## src/rtl/ext_resp_pkg.sv

```systemverilog
// Package: shared widths and the handshake state type for the external
// field responder. Assumes byte-granular fields (width a multiple of 8).
package ext_resp_pkg;
    localparam int unsigned FIELD_W_DEF = 16;
    localparam int unsigned WAIT_W_DEF  = 4;

    typedef enum logic [1:0] {
        SLOT_IDLE = 2'd0,
        SLOT_WAIT = 2'd1,
        SLOT_ACK  = 2'd2
    } slot_state_e;
endpackage

```

## src/rtl/ext_field_slot.sv

```systemverilog
// Module: one field of the external register. It stores FIELD_W bits and runs
// a four-phase handshake for writes and reads. The optional alias path feeds
// the same storage and answers on the same ack/error lines.
// Assumes: the bank raises at most one request per field at a time and keeps
// request, data and mask stable until the ack.
module ext_field_slot
    import ext_resp_pkg::*;
#(
    parameter int unsigned FIELD_W   = 16,
    parameter int unsigned WAIT_W    = 4,
    parameter bit          HAS_ALIAS = 1'b0
) (
    input  logic               clk,
    input  logic               rst_n,
    input  logic [WAIT_W-1:0]  wait_cycles,
    input  logic               err_inject,
    input  logic               wr_req,
    input  logic               rd_req,
    input  logic [FIELD_W-1:0] wr_data,
    input  logic [FIELD_W-1:0] wr_mask,
    input  logic               al_wr_req,
    input  logic               al_rd_req,
    input  logic [FIELD_W-1:0] al_wr_data,
    input  logic [FIELD_W-1:0] al_wr_mask,
    output logic               wr_ack,
    output logic               rd_ack,
    output logic               wr_err,
    output logic               rd_err,
    output logic [FIELD_W-1:0] rd_data
);
    slot_state_e        state_q;
    logic [WAIT_W-1:0]  cnt_q;
    logic               is_wr_q;
    logic               ack_q;
    logic               err_q;
    logic               pend_q;
    logic [FIELD_W-1:0] store_q;

    logic               any_wr;
    logic               any_rd;
    logic [FIELD_W-1:0] sel_data;
    logic [FIELD_W-1:0] sel_mask;
    logic               kind_wr_now;
    logic               kind_req;
    logic               raise_now;
    logic [FIELD_W-1:0] merged;

    // Pick the request sources: the main wires alone, or main and alias combined.
    generate
        if (HAS_ALIAS) begin : g_alias
            assign any_wr   = wr_req | al_wr_req;
            assign any_rd   = rd_req | al_rd_req;
            assign sel_data = al_wr_req ? al_wr_data : wr_data;
            assign sel_mask = al_wr_req ? al_wr_mask : wr_mask;
        end else begin : g_plain
            logic unused_alias;
            assign unused_alias = ^{al_wr_req, al_rd_req, al_wr_data, al_wr_mask};
            assign any_wr   = wr_req;
            assign any_rd   = rd_req;
            assign sel_data = wr_data;
            assign sel_mask = wr_mask;
        end
    endgenerate

    // Decide the access kind and whether the ack rises at this edge.
    always_comb begin
        kind_wr_now = (state_q == SLOT_IDLE) ? any_wr : is_wr_q;
        kind_req    = kind_wr_now ? any_wr : any_rd;
        raise_now   = ((state_q == SLOT_IDLE) && (any_wr || any_rd) && (wait_cycles == '0))
                   || ((state_q == SLOT_WAIT) && kind_req && (cnt_q == '0));
        merged      = (store_q & ~sel_mask) | (sel_data & sel_mask);
    end

    // Handshake sequencing: idle, count the wait, then hold the ack.
    always_ff @(posedge clk) begin
        if (!rst_n) begin
            state_q <= SLOT_IDLE;
            cnt_q   <= '0;
            is_wr_q <= 1'b0;
            ack_q   <= 1'b0;
            err_q   <= 1'b0;
        end else begin
            unique case (state_q)
                SLOT_IDLE: begin
                    if (any_wr || any_rd) begin
                        is_wr_q <= any_wr;
                        if (raise_now) begin
                            state_q <= SLOT_ACK;
                            ack_q   <= 1'b1;
                            err_q   <= pend_q;
                        end else begin
                            state_q <= SLOT_WAIT;
                            cnt_q   <= wait_cycles - 1'b1;
                        end
                    end
                end
                SLOT_WAIT: begin
                    if (!kind_req) begin
                        state_q <= SLOT_IDLE;
                    end else if (raise_now) begin
                        state_q <= SLOT_ACK;
                        ack_q   <= 1'b1;
                        err_q   <= pend_q;
                    end else begin
                        cnt_q <= cnt_q - 1'b1;
                    end
                end
                SLOT_ACK: begin
                    if (!kind_req) begin
                        state_q <= SLOT_IDLE;
                        ack_q   <= 1'b0;
                        err_q   <= 1'b0;
                    end
                end
                default: begin
                    state_q <= SLOT_IDLE;
                    ack_q   <= 1'b0;
                    err_q   <= 1'b0;
                end
            endcase
        end
    end

    // Pending error: set by the inject input, consumed when an ack rises.
    always_ff @(posedge clk) begin
        if (!rst_n) begin
            pend_q <= 1'b0;
        end else if (err_inject) begin
            pend_q <= 1'b1;
        end else if (raise_now) begin
            pend_q <= 1'b0;
        end
    end

    // Field storage: the masked write commits at the ack edge unless it errors.
    always_ff @(posedge clk) begin
        if (!rst_n) begin
            store_q <= '0;
        end else if (raise_now && kind_wr_now && !pend_q) begin
            store_q <= merged;
        end
    end

    // Split the shared ack and error onto the write and read lines.
    always_comb begin
        wr_ack  = ack_q & is_wr_q;
        rd_ack  = ack_q & ~is_wr_q;
        wr_err  = err_q & is_wr_q;
        rd_err  = err_q & ~is_wr_q;
        rd_data = store_q;
    end
endmodule

```

## src/rtl/ext_done_merge.sv

```systemverilog
// Module: register-level completion. It joins the field acks and errors for
// the current view (main or alias) and builds the read word for that view.
// Assumes: the byte enables and the view select stay stable through the access.
module ext_done_merge #(
    parameter int unsigned FIELD_W = 16
) (
    input  logic                 lo_wr_ack,
    input  logic                 lo_rd_ack,
    input  logic                 hi_wr_ack,
    input  logic                 hi_rd_ack,
    input  logic                 lo_err,
    input  logic                 hi_err,
    input  logic [FIELD_W-1:0]   lo_data,
    input  logic [FIELD_W-1:0]   hi_data,
    input  logic [FIELD_W/4-1:0] acc_be,
    input  logic                 acc_alias,
    output logic                 reg_done,
    output logic                 reg_err,
    output logic [2*FIELD_W-1:0] reg_rdata
);
    localparam int unsigned BPF = FIELD_W / 8;

    logic main_done;
    logic alias_done;
    logic main_bad;
    logic alias_bad;

    // Completion and error for each view, then select the active view.
    always_comb begin
        main_done  = (lo_wr_ack && hi_wr_ack) || (lo_rd_ack && hi_rd_ack);
        alias_done = lo_wr_ack || lo_rd_ack;
        main_bad   = (acc_be == '0) || lo_err || hi_err;
        alias_bad  = (acc_be[BPF-1:0] == '0) || lo_err;
        if (acc_alias) begin
            reg_done  = alias_done;
            reg_err   = alias_done && alias_bad;
            reg_rdata = {{FIELD_W{1'b0}}, lo_data};
        end else begin
            reg_done  = main_done;
            reg_err   = main_done && main_bad;
            reg_rdata = {hi_data, lo_data};
        end
    end
endmodule

```

## src/rtl/ext_field_responder.sv

```systemverilog
// Module: top of the external register responder. Two field slots (the low one
// also serves the alias view) and a completion stage.
// Assumes: the bank drives requests per field and keeps them until acked.
module ext_field_responder
    import ext_resp_pkg::*;
#(
    parameter int unsigned FIELD_W = FIELD_W_DEF,
    parameter int unsigned WAIT_W  = WAIT_W_DEF
) (
    input  logic                 clk,
    input  logic                 rst_n,
    input  logic [WAIT_W-1:0]    wait_cycles,
    input  logic [1:0]           err_inject,
    input  logic                 lo_wr_req,
    input  logic                 lo_rd_req,
    input  logic [FIELD_W-1:0]   lo_wr_data,
    input  logic [FIELD_W-1:0]   lo_wr_mask,
    input  logic                 hi_wr_req,
    input  logic                 hi_rd_req,
    input  logic [FIELD_W-1:0]   hi_wr_data,
    input  logic [FIELD_W-1:0]   hi_wr_mask,
    input  logic                 al_wr_req,
    input  logic                 al_rd_req,
    input  logic [FIELD_W-1:0]   al_wr_data,
    input  logic [FIELD_W-1:0]   al_wr_mask,
    input  logic [FIELD_W/4-1:0] acc_be,
    input  logic                 acc_alias,
    output logic                 lo_wr_ack,
    output logic                 lo_rd_ack,
    output logic                 lo_wr_err,
    output logic                 lo_rd_err,
    output logic [FIELD_W-1:0]   lo_rd_data,
    output logic                 hi_wr_ack,
    output logic                 hi_rd_ack,
    output logic                 hi_wr_err,
    output logic                 hi_rd_err,
    output logic [FIELD_W-1:0]   hi_rd_data,
    output logic                 reg_done,
    output logic                 reg_err,
    output logic [2*FIELD_W-1:0] reg_rdata
);
    // Low field: serves main and alias requests.
    ext_field_slot #(.FIELD_W(FIELD_W), .WAIT_W(WAIT_W), .HAS_ALIAS(1'b1)) u_lo (
        .clk(clk), .rst_n(rst_n), .wait_cycles(wait_cycles), .err_inject(err_inject[0]),
        .wr_req(lo_wr_req), .rd_req(lo_rd_req), .wr_data(lo_wr_data), .wr_mask(lo_wr_mask),
        .al_wr_req(al_wr_req), .al_rd_req(al_rd_req),
        .al_wr_data(al_wr_data), .al_wr_mask(al_wr_mask),
        .wr_ack(lo_wr_ack), .rd_ack(lo_rd_ack), .wr_err(lo_wr_err), .rd_err(lo_rd_err),
        .rd_data(lo_rd_data)
    );

    // High field: main view only, alias inputs tied off.
    ext_field_slot #(.FIELD_W(FIELD_W), .WAIT_W(WAIT_W), .HAS_ALIAS(1'b0)) u_hi (
        .clk(clk), .rst_n(rst_n), .wait_cycles(wait_cycles), .err_inject(err_inject[1]),
        .wr_req(hi_wr_req), .rd_req(hi_rd_req), .wr_data(hi_wr_data), .wr_mask(hi_wr_mask),
        .al_wr_req(1'b0), .al_rd_req(1'b0),
        .al_wr_data('0), .al_wr_mask('0),
        .wr_ack(hi_wr_ack), .rd_ack(hi_rd_ack), .wr_err(hi_wr_err), .rd_err(hi_rd_err),
        .rd_data(hi_rd_data)
    );

    // Register-level completion for the active view.
    ext_done_merge #(.FIELD_W(FIELD_W)) u_merge (
        .lo_wr_ack(lo_wr_ack), .lo_rd_ack(lo_rd_ack),
        .hi_wr_ack(hi_wr_ack), .hi_rd_ack(hi_rd_ack),
        .lo_err(lo_wr_err | lo_rd_err), .hi_err(hi_wr_err | hi_rd_err),
        .lo_data(lo_rd_data), .hi_data(hi_rd_data),
        .acc_be(acc_be), .acc_alias(acc_alias),
        .reg_done(reg_done), .reg_err(reg_err), .reg_rdata(reg_rdata)
    );
endmodule

```

## config.mk

```make
export PLATFORM = sky130hd
export DESIGN_NAME = ext_field_responder
export DESIGN_NICKNAME = d
export VERILOG_FILES = /design/src/rtl/ext_resp_pkg.sv /design/src/rtl/ext_field_slot.sv /design/src/rtl/ext_done_merge.sv /design/src/rtl/ext_field_responder.sv
export SDC_FILE = /design/constraint.sdc
export NUM_CORES = 1
export LEC_CHECK = 0
export CELL_PAD_IN_SITES_DETAIL_PLACEMENT = 1
export CELL_PAD_IN_SITES_GLOBAL_PLACEMENT = 1
export CORE_ASPECT_RATIO = 1.4
export CORE_MARGIN = 3
export CORE_UTILIZATION = 29
export CTS_BUF_LIST = sky130_fd_sc_hd__clkbuf_8
export CTS_CLUSTER_SIZE = 8
export DETAILED_ROUTE_END_ITERATION = 8
export GPL_TIMING_DRIVEN = 0
export PLACE_DENSITY = 0.94
export SYNTH_ARGS = -nofsm -noshare
export SYNTH_HDL_FRONTEND = slang
export SYNTH_HIERARCHICAL = 1
export SYNTH_SLANG_ARGS = --single-unit
```

## constraint.sdc

```tcl
create_clock -name clk -period 2.3 [get_ports clk]
set_clock_uncertainty 0.1 [all_clocks]
set_input_delay 0.46 -clock clk [delete_from_list [all_inputs] [get_ports clk]]
set_output_delay 0.46 -clock clk [all_outputs]
set_load 0.05 [all_outputs]
```

==> results of run 1 <==
==> metal layers <==
layer	wire (um)	global-route usage, %
met1	5210	20.7
met2	7780	40.7
met3	1370	6.23
met4	370	6.44
met5	0	0
==> area by class of cell <==
class | instances | area [um^2] | share of cell area (%)
Antenna cell | 1 | 2.50 | 0.0425
Buffer | 44 | 289 | 4.90
Clock buffer | 7 | 96.3 | 1.63
Inverter | 21 | 78.8 | 1.34
Multi-Input combinational cell | 298 | 2370 | 40.3
Sequential cell | 52 | 1040 | 17.7
Tap cell | 147 | 184 | 3.12
Timing Repair Buffer | 187 | 1830 | 31.0
==> cells in the final DEF (no fill, tap or decap), types with 13 or more instances in the layout <==
cell type,instances
inv_1,21
nor2b_1,13
mux2i_1,22
nor2_1,14
nand2b_1,23
nand2_1,60
dlygate4sd2_1,22
clkdlybuf4s50_1,152
o22a_1,13
dfxtp_1,51
a21oi_2,13
a21oi_1,13
o221a_1,14
buf_4,22
==> power by group <==
group / switching, W / total (W) / leakage, nW / internal [W]
sequential: 0.0000904 / 0.00109 / 0.424 / 0.000998
combinational: 0.000837 / 0.00148 / 1.81 / 0.000640
clock: 0.000307 / 0.000576 / 0.0503 / 0.000269
==> through the flow <==
stage | hold slack [ns] | setup slack, ns | setup TNS, ns | instance area, um^2 | total power, W
after CTS | 0.378 | -0.0990 | -0.0990 | 5790 | 0.00312
after global placement | 0.357 | -0.804 | -20.60 | 5700 | 0.00247
after detailed placement | 0.363 | -0.833 | -23.19 | 5700 | 0.00254
after global routing | 0.406 | -0.0190 | -0.0627 | 5890 | 0.00331
after floorplan | 0.351 | 0.00784 | 0 | 3640 | 0.00200
final | 0.374 | 0.0483 | 0 | 5890 | 0.00314
==> what timing repair did <==
action                                  in CTS  in global routing
cloned                                       0                  0
resized for setup                           48                 39
pin swaps                                    1                  4
endpoints found under the hold margin        0                  0
endpoints found under the setup margin      52                 41
==> worst reg2reg max path, stage by stage, from the launching register on <==
cell and delay, ns:
dfxtp_1 0.31, buf_2 0.17, or3b_1 0.42, nor4b_4 0.32, o2111ai_2 0.25, buf_4 0.26, a21oi_1 0.16, o211a_1 0.14
==> path summary, 6_finish.rpt <==
| check | end | slack [ns] | cells past startpoint |
|---|---|---|---|
| max | u_lo/cnt_q[3]$_SDFFE_PN0P_ | 0.05 | 7 |
| min | register | 0.37 | 2 |
| max reg2reg | register | 0.12 | 7 |
| min reg2reg | register | 0.37 | 2 |
==> impl_results.md, run 1 <==
* Drt via density at approximately 5.3
* Status: complete, no violations
* Setup Viol. Count Final at 0
* CP max stage delay at ~0.53 ns
* Root Buffer: clkbuf_8
* Pwr dens at between 500 and 600 mW/mm^2
* Antenna viol nets, final at 0
* Slew @ Worst Pin at around 0.89 ns
* Share of cells above drive strength 1 at approximately 17%
* Die H at roughly 140 um
* Post-DP HPWL at about 12000 um
* Worst-Skew Late Latency at slightly above 0.3 ns
* Synthesized instance count at 416
* Clk sinks at between 50 and 60
* Total Wirelength at 14700 um
* TritonCTS Buffers at 5
* Cell family with most CP delay: buffers and inverters
* Crit path DAT at around 2.4 ns
* Lkg Pwr at roughly 2.3 nW
* FP Rows at between 40 and 50
* Worst R2R Start: u_lo/state_q[1]$_SDFFE_PN0P_
* Nets at between 700 and 800
* Clk slew on worst S/H paths at 0.09 ns
* Buf+Inv Stages, Crit Path at 2
* Setup repair bufs after CTS at 0
* DRT Pass-1 Iters at 4
* Crit path cell chain: clkdlybuf4s50_1 > nor2_1 > a221oi_2 > or3b_1 > buf_2 > o211ai_1 > o31ai_1
* Post-layout util at between 40% and 50%
* Syn Area/Cell at approximately 8.6 um^2
* Final Cycle Share at roughly 98%
* CTS tree: built
* RD Place Congestion at 0.854
* Worst Path Max Fanout at 6
* # IOs at about 190
* Drt drc at 0
* Initial Util at between 20 and 30%
* Port Buf Inserts at between 150 and 200
* CP Launch Point: al_rd_req
* Vias in the first global route at 4500
* Net Count, Synth at roughly 530
* Synthesized cell area at 0.00359 mm^2
* Crit path required time at around 2.4 ns
* Core ar. at roughly 0.012 mm^2
* Hold_buf cts at 0
* Hold crit path type: reg2reg
* Total of max-cap violations at 0
* Warnings, synthesis at 6
* Drt first-iter violations at ~100
* Vias at 4043
* CP Capture Type: register
* Layout area overhead at 64.1%
* Initial antenna violation count at 1
* Pin count of the biggest net entering global routing at 15
* DR WL/cell at 19.4 um
* Worst vdd ir at 0.000259 V
* Remaining global-route overflow at 0
* Fin. Hold Viols at 0
* Placed cells at 750
* Die X at 100 um
* Die ar. at 0.0138 mm^2
* Period minus WS final at 2.25 ns
* Post-Layout Cell Count at between 700 and 800
* GR Util All Layers at 20.8%
* First-pass GRT wire length at 22700 um
* Slowest cell on the critical path: clkdlybuf4s50_1
* Filler instances at around 1400
* Max H-tree Level at 2
* Max Slew Vio Count at 0
* Slew HR at around two fifths
* WS Path Type: in2reg
* CP Launch Type: input port
* Max Fclk at ~440 MHz
* Clock buffer depth at 2
* RSZ-0062 raised after global routing: yes
No activity file was read; power rests on OpenSTA's default activity.
==> inputs of run 2 (changes only) <==
--- a/config.mk
+++ b/config.mk
@@ -5,6 +5,7 @@
 export SDC_FILE = /design/constraint.sdc
 export NUM_CORES = 1
 export LEC_CHECK = 0
+export ABC_CLOCK_PERIOD_IN_PS = 2300
 export CELL_PAD_IN_SITES_DETAIL_PLACEMENT = 1
 export CELL_PAD_IN_SITES_GLOBAL_PLACEMENT = 1
 export CORE_ASPECT_RATIO = 1.4
==> results of run 2 <==
Same layout as run 1: the final DEF is identical, and so are final timing and power.
